--- src/rtl/bwu_pkg.sv ---
package bwu_pkg;

  typedef enum logic [4:0] {
    OP_AND   = 5'd0,
    OP_OR    = 5'd1,
    OP_XOR   = 5'd2,
    OP_NAND  = 5'd3,
    OP_NOR   = 5'd4,
    OP_EQV   = 5'd5,
    OP_ANDC  = 5'd6,
    OP_ORC   = 5'd7,
    OP_ANDI  = 5'd8,
    OP_ORI   = 5'd9,
    OP_XORI  = 5'd10,
    OP_ANDIS = 5'd11,
    OP_ORIS  = 5'd12,
    OP_XORIS = 5'd13,
    OP_EXTB  = 5'd14,
    OP_EXTH  = 5'd15,
    OP_EXTW  = 5'd16
  } opCodeE;

  typedef enum logic [1:0] {
    FN_AND = 2'd0,
    FN_OR  = 2'd1,
    FN_XOR = 2'd2
  } logicFnE;

  typedef enum logic [1:0] {
    EXT_NONE = 2'd0,
    EXT_BYTE = 2'd1,
    EXT_HALF = 2'd2,
    EXT_WORD = 2'd3
  } extSelE;

  typedef struct packed {
    logic    load;
    logicFnE fn;
    logic    invB;
    logic    invOut;
    logic    useImm;
    logic    immShift;
    extSelE  ext;
    logic    crEn;
    logic    zeroOut;
  } strobeT;

endpackage

--- src/rtl/bwu_ctrl.sv ---
module bwu_ctrl
  import bwu_pkg::*;
(
  input  logic       validIn,
  input  logic [4:0] opSel,
  input  logic       recordBit,
  output strobeT     strobe
);

  always_comb begin
    strobe          = '0;
    strobe.load     = validIn;
    strobe.fn       = FN_AND;
    strobe.ext      = EXT_NONE;
    strobe.zeroOut  = 1'b0;
    strobe.crEn     = recordBit;
    case (opSel)
      OP_AND:   strobe.fn = FN_AND;
      OP_OR:    strobe.fn = FN_OR;
      OP_XOR:   strobe.fn = FN_XOR;
      OP_NAND:  begin strobe.fn = FN_AND; strobe.invOut = 1'b1; end
      OP_NOR:   begin strobe.fn = FN_OR;  strobe.invOut = 1'b1; end
      OP_EQV:   begin strobe.fn = FN_XOR; strobe.invOut = 1'b1; end
      OP_ANDC:  begin strobe.fn = FN_AND; strobe.invB = 1'b1; end
      OP_ORC:   begin strobe.fn = FN_OR;  strobe.invB = 1'b1; end
      OP_ANDI:  begin strobe.fn = FN_AND; strobe.useImm = 1'b1; strobe.crEn = 1'b1; end
      OP_ORI:   begin strobe.fn = FN_OR;  strobe.useImm = 1'b1; strobe.crEn = 1'b0; end
      OP_XORI:  begin strobe.fn = FN_XOR; strobe.useImm = 1'b1; strobe.crEn = 1'b0; end
      OP_ANDIS: begin
        strobe.fn = FN_AND; strobe.useImm = 1'b1; strobe.immShift = 1'b1; strobe.crEn = 1'b1;
      end
      OP_ORIS:  begin
        strobe.fn = FN_OR;  strobe.useImm = 1'b1; strobe.immShift = 1'b1; strobe.crEn = 1'b0;
      end
      OP_XORIS: begin
        strobe.fn = FN_XOR; strobe.useImm = 1'b1; strobe.immShift = 1'b1; strobe.crEn = 1'b0;
      end
      OP_EXTB:  strobe.ext = EXT_BYTE;
      OP_EXTH:  strobe.ext = EXT_HALF;
      OP_EXTW:  strobe.ext = EXT_WORD;
      default:  begin strobe.zeroOut = 1'b1; strobe.crEn = 1'b0; end
    endcase
  end

endmodule

--- src/rtl/bwu_datapath.sv ---
module bwu_datapath
  import bwu_pkg::*;
#(
  parameter int DATA_W = 64,
  parameter int IMM_W  = 16
) (
  input  logic              clk,
  input  logic              rstN,
  input  strobeT            strobe,
  input  logic [DATA_W-1:0] srcA,
  input  logic [DATA_W-1:0] srcB,
  input  logic [IMM_W-1:0]  immVal,
  input  logic              sumOvIn,
  output logic              validQ,
  output logic [DATA_W-1:0] resultQ,
  output logic [3:0]        crQ,
  output logic              crWriteQ
);

  localparam int HI_PAD  = DATA_W - 2 * IMM_W;
  localparam int LO_PAD  = DATA_W - IMM_W;
  localparam int EXT_CNT = 3;

  logic [DATA_W-1:0] immLow;
  logic [DATA_W-1:0] immHigh;
  logic [DATA_W-1:0] operandB;
  logic [DATA_W-1:0] logicRaw;
  logic [DATA_W-1:0] logicOut;
  logic [DATA_W-1:0] extVal [EXT_CNT];
  logic [DATA_W-1:0] resultNext;
  logic [3:0]        crNext;
  logic              resZero;
  logic              resNeg;

  assign immLow  = {{LO_PAD{1'b0}}, immVal};
  assign immHigh = {{HI_PAD{1'b0}}, immVal, {IMM_W{1'b0}}};

  always_comb begin
    if (strobe.useImm) operandB = strobe.immShift ? immHigh : immLow;
    else               operandB = srcB;
    if (strobe.invB)   operandB = ~operandB;
  end

  always_comb begin
    case (strobe.fn)
      FN_OR:   logicRaw = srcA | operandB;
      FN_XOR:  logicRaw = srcA ^ operandB;
      default: logicRaw = srcA & operandB;
    endcase
    logicOut = strobe.invOut ? ~logicRaw : logicRaw;
  end

  for (genvar g = 0; g < EXT_CNT; g++) begin : gExt
    localparam int FW = DATA_W >> (EXT_CNT - g);
    assign extVal[g] = {{(DATA_W - FW){srcA[FW-1]}}, srcA[FW-1:0]};
  end

  always_comb begin
    case (strobe.ext)
      EXT_BYTE: resultNext = extVal[0];
      EXT_HALF: resultNext = extVal[1];
      EXT_WORD: resultNext = extVal[2];
      default:  resultNext = logicOut;
    endcase
    if (strobe.zeroOut) resultNext = '0;
  end

  assign resZero = (resultNext == '0);
  assign resNeg  = resultNext[DATA_W-1];
  assign crNext  = {resNeg, ~resNeg & ~resZero, resZero, sumOvIn};

  always_ff @(posedge clk or negedge rstN) begin
    if (!rstN) begin
      validQ   <= 1'b0;
      resultQ  <= '0;
      crQ      <= '0;
      crWriteQ <= 1'b0;
    end else begin
      validQ <= strobe.load;
      if (strobe.load) begin
        resultQ  <= resultNext;
        crWriteQ <= strobe.crEn;
        crQ      <= strobe.crEn ? crNext : 4'b0000;
      end
    end
  end

endmodule

--- src/rtl/bitwise_exec_unit.sv ---
module bitwise_exec_unit
  import bwu_pkg::*;
#(
  parameter int DATA_W = 64,
  parameter int IMM_W  = 16
) (
  input  logic              clk,
  input  logic              rstN,
  input  logic              validIn,
  input  logic [4:0]        opSel,
  input  logic [DATA_W-1:0] srcA,
  input  logic [DATA_W-1:0] srcB,
  input  logic [IMM_W-1:0]  immVal,
  input  logic              recordBit,
  input  logic              sumOvIn,
  output logic              validOut,
  output logic [DATA_W-1:0] resultOut,
  output logic [3:0]        crOut,
  output logic              crWrite
);

  strobeT strobe;
  logic   crWriteQ;

  bwu_ctrl i_ctrl (
    .validIn   (validIn),
    .opSel     (opSel),
    .recordBit (recordBit),
    .strobe    (strobe)
  );

  bwu_datapath #(.DATA_W(DATA_W), .IMM_W(IMM_W)) i_datapath (
    .clk      (clk),
    .rstN     (rstN),
    .strobe   (strobe),
    .srcA     (srcA),
    .srcB     (srcB),
    .immVal   (immVal),
    .sumOvIn  (sumOvIn),
    .validQ   (validOut),
    .resultQ  (resultOut),
    .crQ      (crOut),
    .crWriteQ (crWriteQ)
  );

  assign crWrite = validOut & crWriteQ;

endmodule

--- config.mk ---
export PLATFORM = sky130hd
export DESIGN_NAME = bitwise_exec_unit
export DESIGN_NICKNAME = d
export VERILOG_FILES = /design/src/rtl/bwu_pkg.sv /design/src/rtl/bwu_ctrl.sv /design/src/rtl/bwu_datapath.sv /design/src/rtl/bitwise_exec_unit.sv
export SDC_FILE = /design/constraint.sdc
export NUM_CORES = 1
export LEC_CHECK = 0
export ABC_CLOCK_PERIOD_IN_PS = 1300
export BUFFER_PORTS_ARGS = -buffer_cell sky130_fd_sc_hd__buf_2
export CAP_MARGIN = 10
export CORE_MARGIN = 10
export CORE_UTILIZATION = 35
export DETAILED_ROUTE_END_ITERATION = 8
export HOLD_SLACK_MARGIN = 0.05
export PLACE_DENSITY_LB_ADDON = 0.12
export SLEW_MARGIN = 20
export SYNTH_ARGS = -nofsm -noshare
export SYNTH_HDL_FRONTEND = slang
export SYNTH_HIERARCHICAL = 1
export SYNTH_SLANG_ARGS = --single-unit
--- constraint.sdc ---
create_clock -name clk -period 1.3 [get_ports clk]
set_input_delay 0.26 -clock clk [delete_from_list [all_inputs] [get_ports clk]]
set_output_delay 0.26 -clock clk [all_outputs]
set_load 0.02 [all_outputs]
==> impl_results.md, run 1 <==
* Worst hold margin at 0.178 ns
* Chip Height at 187 um
* Avg WL per Cell at 18.5 um
* Area post-placement at 14000 um2
* WP data arrival at 3.60 ns
* Mean post-synth cell area at 7.76 um2
* Chip Width at 187 um
* Synthesized cell area at 9750 um2
* CTS tree: built
* Final Cell Area at 17600 um2
* Clock sinks at 70
* Die footprint at 34900 um2
* Final Critical Period at 3.41 ns
* Worst Path Required at 1.49 ns
* Fin util at 63.6%
* Slew Limit Fails at 0
* 1st-pass router iterations at 4
* GR Overflow Total at 0
* Post-DP HPWL at 31.0 mm
* Area Growth Syn to Fin at 80.3%
* RSZ-0062 raised after global routing: yes
* Setup WS pre-CTS at -2.72 ns
* Antenna diodes at 0
* Most common cell after layout, fill and taps aside: buf_4
* Reg clk slew, reported paths at 0.05 ns
* Final net count at 2101
* Final setup skew at 0 ns
* FMAX at 293 MHz
* RD Place Congestion at 0.903
* PwrDens at 746 nW/um2
* Worst vdd rail ir drop at 0.000730 V
* Post-Syn Instances at 1257
* Initial DRC count at 634
* Hold Crit Class: input port to flop
* Startpoint Class: input port
* Failing checks: negative setup slack
* Leak Pwr at 8.32 nW
* Final hold violations at 0
* Tcrit/Tclk final at 262%
* Initial antenna violation count at 1
* Synthesized net count at 1541
* Critical Path Max Stage Delay at 0.36 ns
* Yosys warns at 6
* Critical Path Sink Type: flop
* Via/cell ratio at 4.94
* Max Cap Viol at 0
* Crit Path Max Fanout at 6
* Cts bufs inserted at 9
* Post-synthesis sequential area ratio at 18.0%
* Most frequent cells in the layout: buf_4, buf_2, inv_1
* Crit-path cells: buf_6 -> or2b_1 -> a21oi_2 -> inv_2 -> nor2_4 -> buf_6 -> buf_6 -> a22oi_2 -> xnor2_2 -> inv_1 -> ha_1 -> nand2_1 -> a31oi_1 -> buf_4 -> xnor2_2 -> o311ai_2 -> nand2_1 -> or3_4 -> nor4_4 -> o32ai_1
* Skew-Pair Late Insertion Delay at 0.32 ns
* Layout Cells excl Fill at 2200
* Worst setup path class: input port to flop
* Status: finished with violations
* Ys async rst share at 100%
* Initial core utilization at 35.3%
* # setup viols final at 69
* GRT Total Usage at 21.4%
* H-tree depth at 3
* Core area at 27600 um2
* Unique cell type count in the Yosys netlist at 69
* Setup WS post-layout at -2.11 ns
* Via count at 10900
* Max stage delay cell, worst path: or3_4
* Pin count of the biggest net entering global routing at 71
* Synth Flop Type: dfrtp_1
* Vias in the first global route at 11100
* Dpl cells at 2108
* Share of layout cells above drive strength 1 at 57.3%
* I/O pin total at 224
* WL final at 40.7 mm
* Root buf cell: clkbuf_16
* CP most frequent cell: buf_6
* First-pass GRT wire length at 61.0 mm
* DRC at 0
* # rows at 61
* Number of synthesized flops with an enable pin at 0
* Max_slew headroom at 64.1%
* Port Buffers at 223
* Max clock buf depth at 2
* Slew @ Worst Pin at 0.539 ns
* Final ANT Viol Nets at 0
* Synth Register Bits at 70
## routing by layer
layer,routed length (um),track usage [%],up-vias
met4,438,4.09,2
met2,18600,33.6,277
met3,1990,3.23,27
met1,19600,30.3,5206
met5,20,0,-
li1,-,-,5355
## metrics by stage
step           power [mW]  setup TNS [ns]
2_1_floorplan        6.06          -88.83
3_3_place_gp         8.89         -120.24
3_5_place_dp         8.97         -120.59
4_1_cts              12.3          -83.17
5_1_grt              13.9          -94.09
6_report             13.1          -86.01
## flip-flops by register name, summed over array words and instances (netlist names)
signal	count
i_datapath/crWriteQ	1
i_datapath/validQ	1
i_datapath/resultQ	64
i_datapath/crQ	4
## cell usage after synthesis, drive strengths merged, types with 6 or more instances
cell type	number	area share, %
clkbuf	55	2.1
nand2b	57	3.7
mux2	39	4.5
nand2	115	4.4
nor4	10	0.71
inv	184	7.1
ha	130	17
xnor2	129	12
buf	42	2.4
nand3	10	0.51
a31oi	62	4.0
dfrtp	70	18
a22oi	43	3.3
o21ai	46	2.4
a211oi	14	1.1
o211ai	26	2.0
a21oi	50	2.6
a221oi	7	0.69
mux2i	19	2.0
o22ai	13	0.83
or4	6	0.46
nor2b	57	3.7
nor2	19	0.76
## final cells by class
cell class                 instances  area [um2]
clock buffer                      12         246
clock inverter                     4        22.5
fill                            2336       10100
inverter                         185         717
multi-input combinational        905        9310
sequential                        70        1750
tap                              378         473
timing repair buffer             646        5050
## critical path, delay by kind of cell
family | cells | cell delay (ns)
compound gates | 5 | 0.77
fa+ha+maj | 1 | 0.29
xor+xnor | 2 | 0.32
buf+inv | 6 | 0.66
simple gates | 6 | 1.30
## final timing paths
kind                                           to  slack, ns              startpoint  depth (start not counted)
setup / recovery                i_datapath/crQ[2]      -2.11                opSel[4]                         20
hold / removal                  i_datapath/crQ[0]       0.18                 sumOvIn                          3
setup reg to reg                i_datapath/crQ[1]       0.48       i_datapath/crQ[1]                          2
hold reg to reg            i_datapath/resultQ[53]       0.50  i_datapath/resultQ[53]                          1
max in group asynchronous  i_datapath/resultQ[56]       0.49                    rstN                          3
min in group asynchronous  i_datapath/resultQ[19]       0.47                    rstN                          3
## report_power, final
part           internal, mW  total, mW  switching (mW)
sequential             2.51       2.68           0.176
combinational          4.17       8.22            4.06
clock                  1.33       2.21           0.877
## cells by family (layout without fill, tap and decap cells)
logic type               Yosys count  in the layout  share of synthesized area (%)
adder cells (fa/ha/maj)          130            130                           16.7
AO/OA/AOI/OAI                    286            286                           19.3
multiplexers                      58             58                           6.49
flip-flops                        70             70                           18.0
XOR/XNOR                         129            129                           11.6
buffers and inverters            282            847                           11.6
AND/OR/NAND/NOR                  302            302                           16.4
## timing repair
item | 4_1_cts | 5_1_grt
gates resized for setup | 277 | 239
setup buffers | 43 | 41
pin swaps | 90 | 114
setup endpoints to repair | 69 | 69
hold buffers | 1 | 0
hold endpoints to repair | 70 | 0
gates cloned | 5 | 1
No activity file was read; power rests on OpenSTA's default activity.
==> run 2, diff against run 1 <==
--- a/config.mk
+++ b/config.mk
@@ -8,11 +8,14 @@
 export ABC_CLOCK_PERIOD_IN_PS = 1300
 export BUFFER_PORTS_ARGS = -buffer_cell sky130_fd_sc_hd__buf_2
 export CAP_MARGIN = 10
+export CELL_PAD_IN_SITES_DETAIL_PLACEMENT = 2
+export CELL_PAD_IN_SITES_GLOBAL_PLACEMENT = 2
 export CORE_MARGIN = 10
-export CORE_UTILIZATION = 35
+export CORE_UTILIZATION = 34
 export DETAILED_ROUTE_END_ITERATION = 8
 export HOLD_SLACK_MARGIN = 0.05
 export PLACE_DENSITY_LB_ADDON = 0.12
+export SETUP_SLACK_MARGIN = 0.02
 export SLEW_MARGIN = 20
 export SYNTH_ARGS = -nofsm -noshare
 export SYNTH_HDL_FRONTEND = slang
==> impl_results.md, run 2 <==
* Status: did not finish
* Fail Step: clock tree synthesis
* Err: [ERROR DPL-0033] detailed placement checks failed during check placement.
* H-tree depth at 3 (unchanged)
* Synthesized net count at 1541 (unchanged)
* Dominant cells by area after synthesis: dfrtp_1, ha_1, xnor2_1
* Initial core utilization at 34.8% (-0.48 points)
* # rows at 61 (unchanged)
* Post-synthesis sequential area ratio at 18.0% (unchanged)
* Cts hold-fix bufs at 1 (unchanged)
* Number of synthesized flops with an enable pin at 0 (unchanged)
* PostCTS Resize Cnt at 359 (+30%)
* Post-Syn Instances at 1257 (unchanged)
* Number of post-CTS setup repair buffers at 46 (+7.0%)
* Yosys warns at 6 (unchanged)
* RD Place Congestion at 0.922 (+2.1%)
* Most numerous cell in the Yosys netlist: inv_1
* Post-DP HPWL at 44.0 mm (+42%)
* Unique cell type count in the Yosys netlist at 69 (unchanged)
* Post-synth top area share at 18.0% (unchanged)
* I/O pin total at 224 (unchanged)
* Port Buffers at 223 (unchanged)
* Synth Register Bits at 70 (unchanged)
* Setup WS pre-CTS at -3.13 ns (-0.413 ns)
* Max clock buf depth at 2 (unchanged)
* Clock sinks at 70 (unchanged)
* Synth Flop Type: dfrtp_1
* Cts bufs inserted at 9 (unchanged)
* Ys async rst share at 100% (unchanged)
* Root buf cell: clkbuf_16
* Chip Height at 189 um (+1.3%)
* Chip Width at 189 um (+1.3%)
* Synth top cells by count: inv_1, ha_1, xnor2_1, nand2_1, dfrtp_1
* Mean post-synth cell area at 7.76 um2 (unchanged)
* Synthesized cell area at 9750 um2 (unchanged)
* Synth area leader: dfrtp_1
## run 2: metrics by stage
stage                     instance area, um2  utilization (%)  instances
after global placement                 14000             50.1       2103
after floorplan                        10200                -       1257
after detailed placement               14000             50.1       2103
## run 2: cells by family after synthesis
kind of cell,Yosys count,share of synthesized area [%]
XOR/XNOR,129,11.6
buffers and inverters,282,11.6
flip-flops,70,18.0
adder cells (fa/ha/maj),130,16.7
multiplexers,58,6.49
AND/OR/NAND/NOR,302,16.4
AO/OA/AOI/OAI,286,19.3
==> run 3, diff against run 2 <==
--- a/config.mk
+++ b/config.mk
@@ -8,14 +8,10 @@
 export ABC_CLOCK_PERIOD_IN_PS = 1300
 export BUFFER_PORTS_ARGS = -buffer_cell sky130_fd_sc_hd__buf_2
 export CAP_MARGIN = 10
-export CELL_PAD_IN_SITES_DETAIL_PLACEMENT = 2
-export CELL_PAD_IN_SITES_GLOBAL_PLACEMENT = 2
 export CORE_MARGIN = 10
-export CORE_UTILIZATION = 34
+export CORE_UTILIZATION = 20
 export DETAILED_ROUTE_END_ITERATION = 8
-export HOLD_SLACK_MARGIN = 0.05
-export PLACE_DENSITY_LB_ADDON = 0.12
-export SETUP_SLACK_MARGIN = 0.02
+export PLACE_DENSITY_LB_ADDON = 0.15
 export SLEW_MARGIN = 20
 export SYNTH_ARGS = -nofsm -noshare
 export SYNTH_HDL_FRONTEND = slang
==> impl_results.md, run 3 (same netlist as run 1, synthesis figures left out) <==
* Root buf cell: clkbuf_16
* Max reg flops at 64
* Chip Width at 241 um (+27%)
* P_sw at 5.76 mW
* Worst setup path class: input port to flop
* Final ANT Viol Nets at 0
* # setup viols final at 69
* Reg2Reg Launch Point: i_datapath/crQ[1]
* WL final at 47.9 mm
* Fin Setup TNS at -85.66 ns
* Share of layout cells above drive strength 1 at 66.6%
* Int Pwr at 9.05 mW
* Failing checks: negative setup slack
* Final hold violations at 0
* Post-DP HPWL at 37.7 mm (-14%)
* Slew Limit Fails at 0
* RD Place Congestion at 0.849 (-7.9%)
* Max clock buf depth at 2 (unchanged)
* Pin count of the biggest net entering global routing at 38
* Status: finished with violations
* Sequential Power Share at 18.2%
* Initial core utilization at 20.3% (-14 points)
* Worst Path Required at 1.58 ns
* Reg clk slew, reported paths at 0.06 ns
* Initial DRC count at 378
* Hold Crit Endpoint: i_datapath/crQ[0]
* DRC at 0
* Vias in the first global route at 11400
* Switching share of power at 38.9%
* Cts bufs inserted at 9 (unchanged)
* First-pass GRT wire length at 69.8 mm
* Critical Path Sink Type: flop
* Comb power frac at 64.5%
* FF-to-FF path depth at 2
* Largest Register: i_datapath/resultQ
* Hold path cells at 3
* Reg2reg end: i_datapath/crQ[1]
* Hold Crit Class: input port to flop
* Area post-placement at 14600 um2 (+4.1%)
* WP data arrival at 3.67 ns
* 1st-pass router iterations at 5
* Clock sinks at 70 (unchanged)
* Final net count at 2161
* GRT Total Usage at 15.7%
* Startpoint Class: input port
* Setup WS post-layout at -2.09 ns
* Crit Path Max Fanout at 7
* Final Critical Period at 3.39 ns
* Layout Cells excl Fill at 2500
* Min-delay src: sumOvIn
* Core area at 47900 um2
* H-tree depth at 3 (unchanged)
* Slew @ Worst Pin at 0.521 ns
* Via count at 11000
* I/O pin total at 224 (unchanged)
* Area Growth Syn to Fin at 106%
* Max Cap Viol at 0
* Final setup skew at 0 ns
* Skew-Pair Late Insertion Delay at 0.34 ns
* Max_slew headroom at 65.1%
* Clock share of power at 17.2%
* Most common cell after layout, fill and taps aside: buf_4
* Leak Pwr at 9.20 nW
* Worst vdd rail ir drop at 0.000546 V
* RSZ-0062 raised after global routing: yes
* Chip Height at 241 um (+27%)
* Final Power at 14.8 mW
* Die footprint at 58000 um2
* Via/cell ratio at 4.40
* # rows at 80 (+31%)
* Most frequent cells in the layout: buf_4, buf_2, inv_1
* CTS tree: built
* FMAX at 295 MHz
* Fill count at 4714
* Register-to-register setup slack at 0.51 ns
* Setup WS pre-CTS at -2.74 ns (+0.393 ns)
* Initial antenna violation count at 10
* Avg WL per Cell at 19.2 um
* Dpl cells at 2373 (+13%)
* PwrDens at 738 nW/um2
* Port Buffers at 223 (unchanged)
* GR Overflow Total at 0
* Tcrit/Tclk final at 260%
* Final Cell Area at 20100 um2
* Top flop regs: i_datapath/resultQ: 64 flops, i_datapath/crQ: 4 flops
run 3: power groups by stage:
stage / clock (mW) / combinational, mW / sequential, mW
2_1_floorplan: 0 / 2.95 / 3.10
3_3_place_gp: 0 / 6.60 / 2.73
3_5_place_dp: 0 / 6.64 / 2.74
4_1_cts: 2.65 / 8.25 / 2.70
5_1_grt: 2.73 / 10.2 / 2.74
6_report: 2.55 / 9.55 / 2.70
run 3: worst max path at each step:
stage / endpoint / start / slack (ns)
2_1_floorplan: i_datapath/crQ[2] / opSel[3] / -2.21
3_3_place_gp: i_datapath/crQ[2] / opSel[4] / -2.73
3_5_place_dp: i_datapath/crQ[1] / opSel[4] / -2.74
4_1_cts: i_datapath/crQ[1] / opSel[4] / -2.08
5_1_grt: i_datapath/crQ[2] / opSel[4] / -2.21
6_report: i_datapath/crQ[1] / opSel[4] / -2.09
run 3: worst max-delay path, stage by stage:
cell and delay [ns]:
buf_6 0.09, or2b_4 0.27, a21oi_4 0.16, inv_4 0.08, buf_12 0.15, buf_8 0.14
buf_6 0.12, a22oi_2 0.22, xnor2_2 0.17, inv_2 0.07, ha_4 0.26, nand2_2 0.06
a31oi_4 0.27, o22ai_2 0.12, o31a_1 0.28, or4_4 0.56, nor4_4 0.20, a31o_1 0.18
run 3: per-layer routing:
layer | part of all wire (%) | routed length [um] | GRT usage, %
met5 | 0.21 | 99 | 0
met4 | 1.5 | 740 | 3.64
met3 | 2.6 | 1230 | 2.32
met2 | 46 | 22000 | 24.9
met1 | 50 | 23800 | 21.9
run 3: timing repair:
item                                    in CTS  in global routing
endpoints found under the setup margin      70                 70
resized for setup                          425                389
pin swaps                                  138                167
buffers inserted                            79                 62
hold buffers                                 1                  0
endpoints found under the hold margin       14                  0
gates cloned                                 3                  3
run 3: final cells by class:
type | instances | area [um2] | share of cell area (%)
clock buffers | 11 | 253 | 1.26
flip-flops and latches | 70 | 1750 | 8.73
diodes | 3 | 7.51 | 0.0374
inverters | 185 | 713 | 3.56
clock inverters | 5 | 57.6 | 0.287
repair buffers | 706 | 5890 | 29.4
well taps | 615 | 769 | 3.84
multi-input cells | 905 | 10600 | 52.9
run 3: through the flow:
stage | util [%] | hold WS, ns
6_report | 41.8 | 0.163
2_1_floorplan | - | -0.0356
4_1_cts | 37.1 | 0.145
3_5_place_dp | 30.5 | 0.157
5_1_grt | 41.8 | 0.184
3_3_place_gp | 30.5 | 0.156
==> run 4, diff against run 3 <==
--- a/config.mk
+++ b/config.mk
@@ -6,11 +6,11 @@
 export NUM_CORES = 1
 export LEC_CHECK = 0
 export ABC_CLOCK_PERIOD_IN_PS = 1300
-export BUFFER_PORTS_ARGS = -buffer_cell sky130_fd_sc_hd__buf_2
 export CAP_MARGIN = 10
 export CORE_MARGIN = 10
 export CORE_UTILIZATION = 20
 export DETAILED_ROUTE_END_ITERATION = 8
+export DONT_BUFFER_PORTS = 1
 export PLACE_DENSITY_LB_ADDON = 0.15
 export SLEW_MARGIN = 20
 export SYNTH_ARGS = -nofsm -noshare
==> impl_results.md, run 4 (same netlist as run 1, synthesis figures left out) <==
* Max clock buf depth at 2 (unchanged)
* Critical Path Max Stage Delay at 0.35 ns (-0.21 ns)
* Vias in the first global route at 9903 (-13%)
* Largest Register: i_datapath/resultQ
* Clock sinks at 70 (unchanged)
* Comb power frac at 55.6% (-8.9 points)
* Avg WL per Cell at 20.7 um (+7.8%)
* DRC at 0 (unchanged)
* Initial antenna violation count at 0 (-10)
* Antenna diodes at 0 (-3)
* Chip Width at 241 um (unchanged)
* Pin count of the biggest net entering global routing at 94 (+150%)
* Max_slew headroom at 59.1% (-6.0 points)
* GR Overflow Total at 0 (unchanged)
* Crit Path Max Fanout at 9 (+2)
* Final ANT Viol Nets at 0 (unchanged)
* WP data arrival at 3.63 ns (-0.04 ns)
* Most frequent cells in the layout: buf_4, inv_1, ha_1
* Slew @ Worst Pin at 0.610 ns (+0.0888 ns)
* Post-DP HPWL at 36.3 mm (-3.6%)
* Fill count at 4872 (+3.4%)
* Root buf cell: clkbuf_16
* Die footprint at 58000 um2 (unchanged)
* Dpl cells at 2077 (-12%)
* Sequential Power Share at 25.1% (+6.9 points)
* 1st-pass router iterations at 4 (-1)
* RSZ-0062 raised after global routing: yes
* Leak Pwr at 7.35 nW (-20%)
* Clock share of power at 19.3% (+2.1 points)
* Hold Crit Class: input port to async pin
* Setup WS post-layout at -2.05 ns (+0.0352 ns)
* Tcrit/Tclk final at 258% (-2.7 points)
* Final setup skew at 0 ns (unchanged)
* FMAX at 298 MHz (+1.1%)
* GRT Total Usage at 15.0% (-0.68 points)
* Cts hold-fix bufs at 1 (unchanged)
* Chip Height at 241 um (unchanged)
* RD Place Congestion at 0.865 (+1.9%)
* Startpoint Class: input port
* Worst vdd rail ir drop at 0.000662 V (+21%)
* Reg clk slew, reported paths at 0.06 ns (about the same)
* Critical Path Sink Type: flop
* Cts bufs inserted at 9 (unchanged)
* H-tree depth at 3 (unchanged)
* Crit-path cells: or2b_4 -> a21oi_4 -> inv_2 -> buf_8 -> buf_8 -> buf_6 -> a22oi_2 -> xnor2_2 -> inv_2 -> ha_4 -> a22oi_2 -> o211ai_1 -> o21ai_1 -> buf_4 -> o41ai_4 -> buf_4 -> o211ai_1 -> nor4_4 -> a31o_1
* Layout Cells excl Fill at 2171 (-13%)
* I/O pin total at 224 (unchanged)
* Register-to-register setup slack at 0.39 ns (-0.12 ns)
* Status: finished with violations
* Int Pwr at 7.82 mW (-14%)
* Initial DRC count at 397 (+5.0%)
* Port Buffers at 0 (-100%)
* Final Critical Period at 3.35 ns (-0.0352 ns)
* Via/cell ratio at 4.49 (+2.2%)
* Slew Limit Fails at 0 (unchanged)
* Max reg flops at 64 (unchanged)
* PwrDens at 760 nW/um2 (+3.0%)
* Final net count at 1835 (-15%)
* CTS tree: built
* Top flop regs: i_datapath/resultQ: 64 flops, i_datapath/crQ: 4 flops
* Final hold violations at 70 (+70)
* Worst hold margin at -0.390 ns (-0.554 ns)
* Core area at 47900 um2 (unchanged)
* First-pass GRT wire length at 65.6 mm (-6.0%)
* Max stage delay cell, worst path: o41ai_4
* Worst setup path class: input port to flop
* WL final at 44.8 mm (-6.4%)
* Initial core utilization at 20.3% (unchanged)
* Worst Path Required at 1.58 ns (about the same)
* Most common cell after layout, fill and taps aside: buf_4
* Via count at 9753 (-11%)
* Share of layout cells above drive strength 1 at 52.9% (-14 points)
* Fin util at 35.1% (-6.7 points)
* Failing checks: negative hold slack, negative setup slack
* Skew-Pair Late Insertion Delay at 0.34 ns (about the same)
* Max Cap Viol at 0 (unchanged)
* Area Growth Syn to Fin at 72.7%
* # rows at 80 (unchanged)
* Switching share of power at 38.9% (+0.053 points)
* P_sw at 4.98 mW (-13%)
* # setup viols final at 67 (-2.9%)
==> run 4: power groups by stage <==
stage	registers [mW]	clock network (mW)	logic [mW]
after floorplan	3.10	0	2.95
after global placement	3.29	0	5.08
after detailed placement	3.30	0	5.11
after CTS	3.26	2.58	6.49
after global routing	3.29	2.65	7.67
final	3.22	2.47	7.11
==> run 4: metal layers <==
| layer | up-vias | global-route usage, % | wire [um] |
|---|---|---|---|
| met5 | - | 0 | 0 |
| met4 | 0 | 3.20 | 622 |
| met3 | 25 | 4.64 | 3290 |
| met2 | 186 | 23.4 | 19900 |
| met1 | 4714 | 20.0 | 21000 |
| li1 | 4828 | - | - |
==> run 4: worst paths after layout <==
path	start	endpoint	cells past startpoint
setup / recovery	opSel[3]	i_datapath/crQ[1]	19
hold / removal	rstN	i_datapath/resultQ[20]	0
setup reg to reg	i_datapath/resultQ[15]	i_datapath/resultQ[15]	1
hold reg to reg	i_datapath/resultQ[16]	i_datapath/resultQ[16]	2
max in group asynchronous	rstN	i_datapath/resultQ[41]	0
min in group clk	validIn	i_datapath/crWriteQ	1
==> run 4: critical path, delay by kind of cell <==
kind,cells,cell delay (ns)
AO/OA/AOI/OAI,8,1.54
AND/OR/NAND/NOR,2,0.54
buffers and inverters,7,0.84
XOR/XNOR,1,0.17
adder cells (fa/ha/maj),1,0.26
==> run 4: stage by stage <==
step / area (um2) / power [mW] / setup slack, ns / setup TNS, ns
after floorplan: 10200 / 6.06 / -2.21 / -88.83
after global placement: 12800 / 8.37 / -2.65 / -111.84
after detailed placement: 12800 / 8.41 / -2.69 / -113.39
after CTS: 15600 / 12.3 / -2.08 / -78.35
after global routing: 16800 / 13.6 / -2.19 / -87.62
final: 16800 / 12.8 / -2.05 / -81.05
==> run 4: timing repair <==
item                                    CTS  global route
endpoints found under the setup margin   67            69
pin swaps                               130           102
resized for setup                       382           208
buffers inserted                         61            31
gates cloned                              3             0
hold endpoints to repair                 71            70
==> run 4: final cells by class <==
type | instances | area (um2) | share of cell area [%]
multi-input cells | 905 | 9820 | 58.3
repair buffers | 380 | 3520 | 20.9
flip-flops and latches | 70 | 1750 | 10.4
well taps | 615 | 769 | 4.57
inverters | 185 | 694 | 4.12
clock buffers | 11 | 233 | 1.38
clock inverters | 5 | 60.1 | 0.357
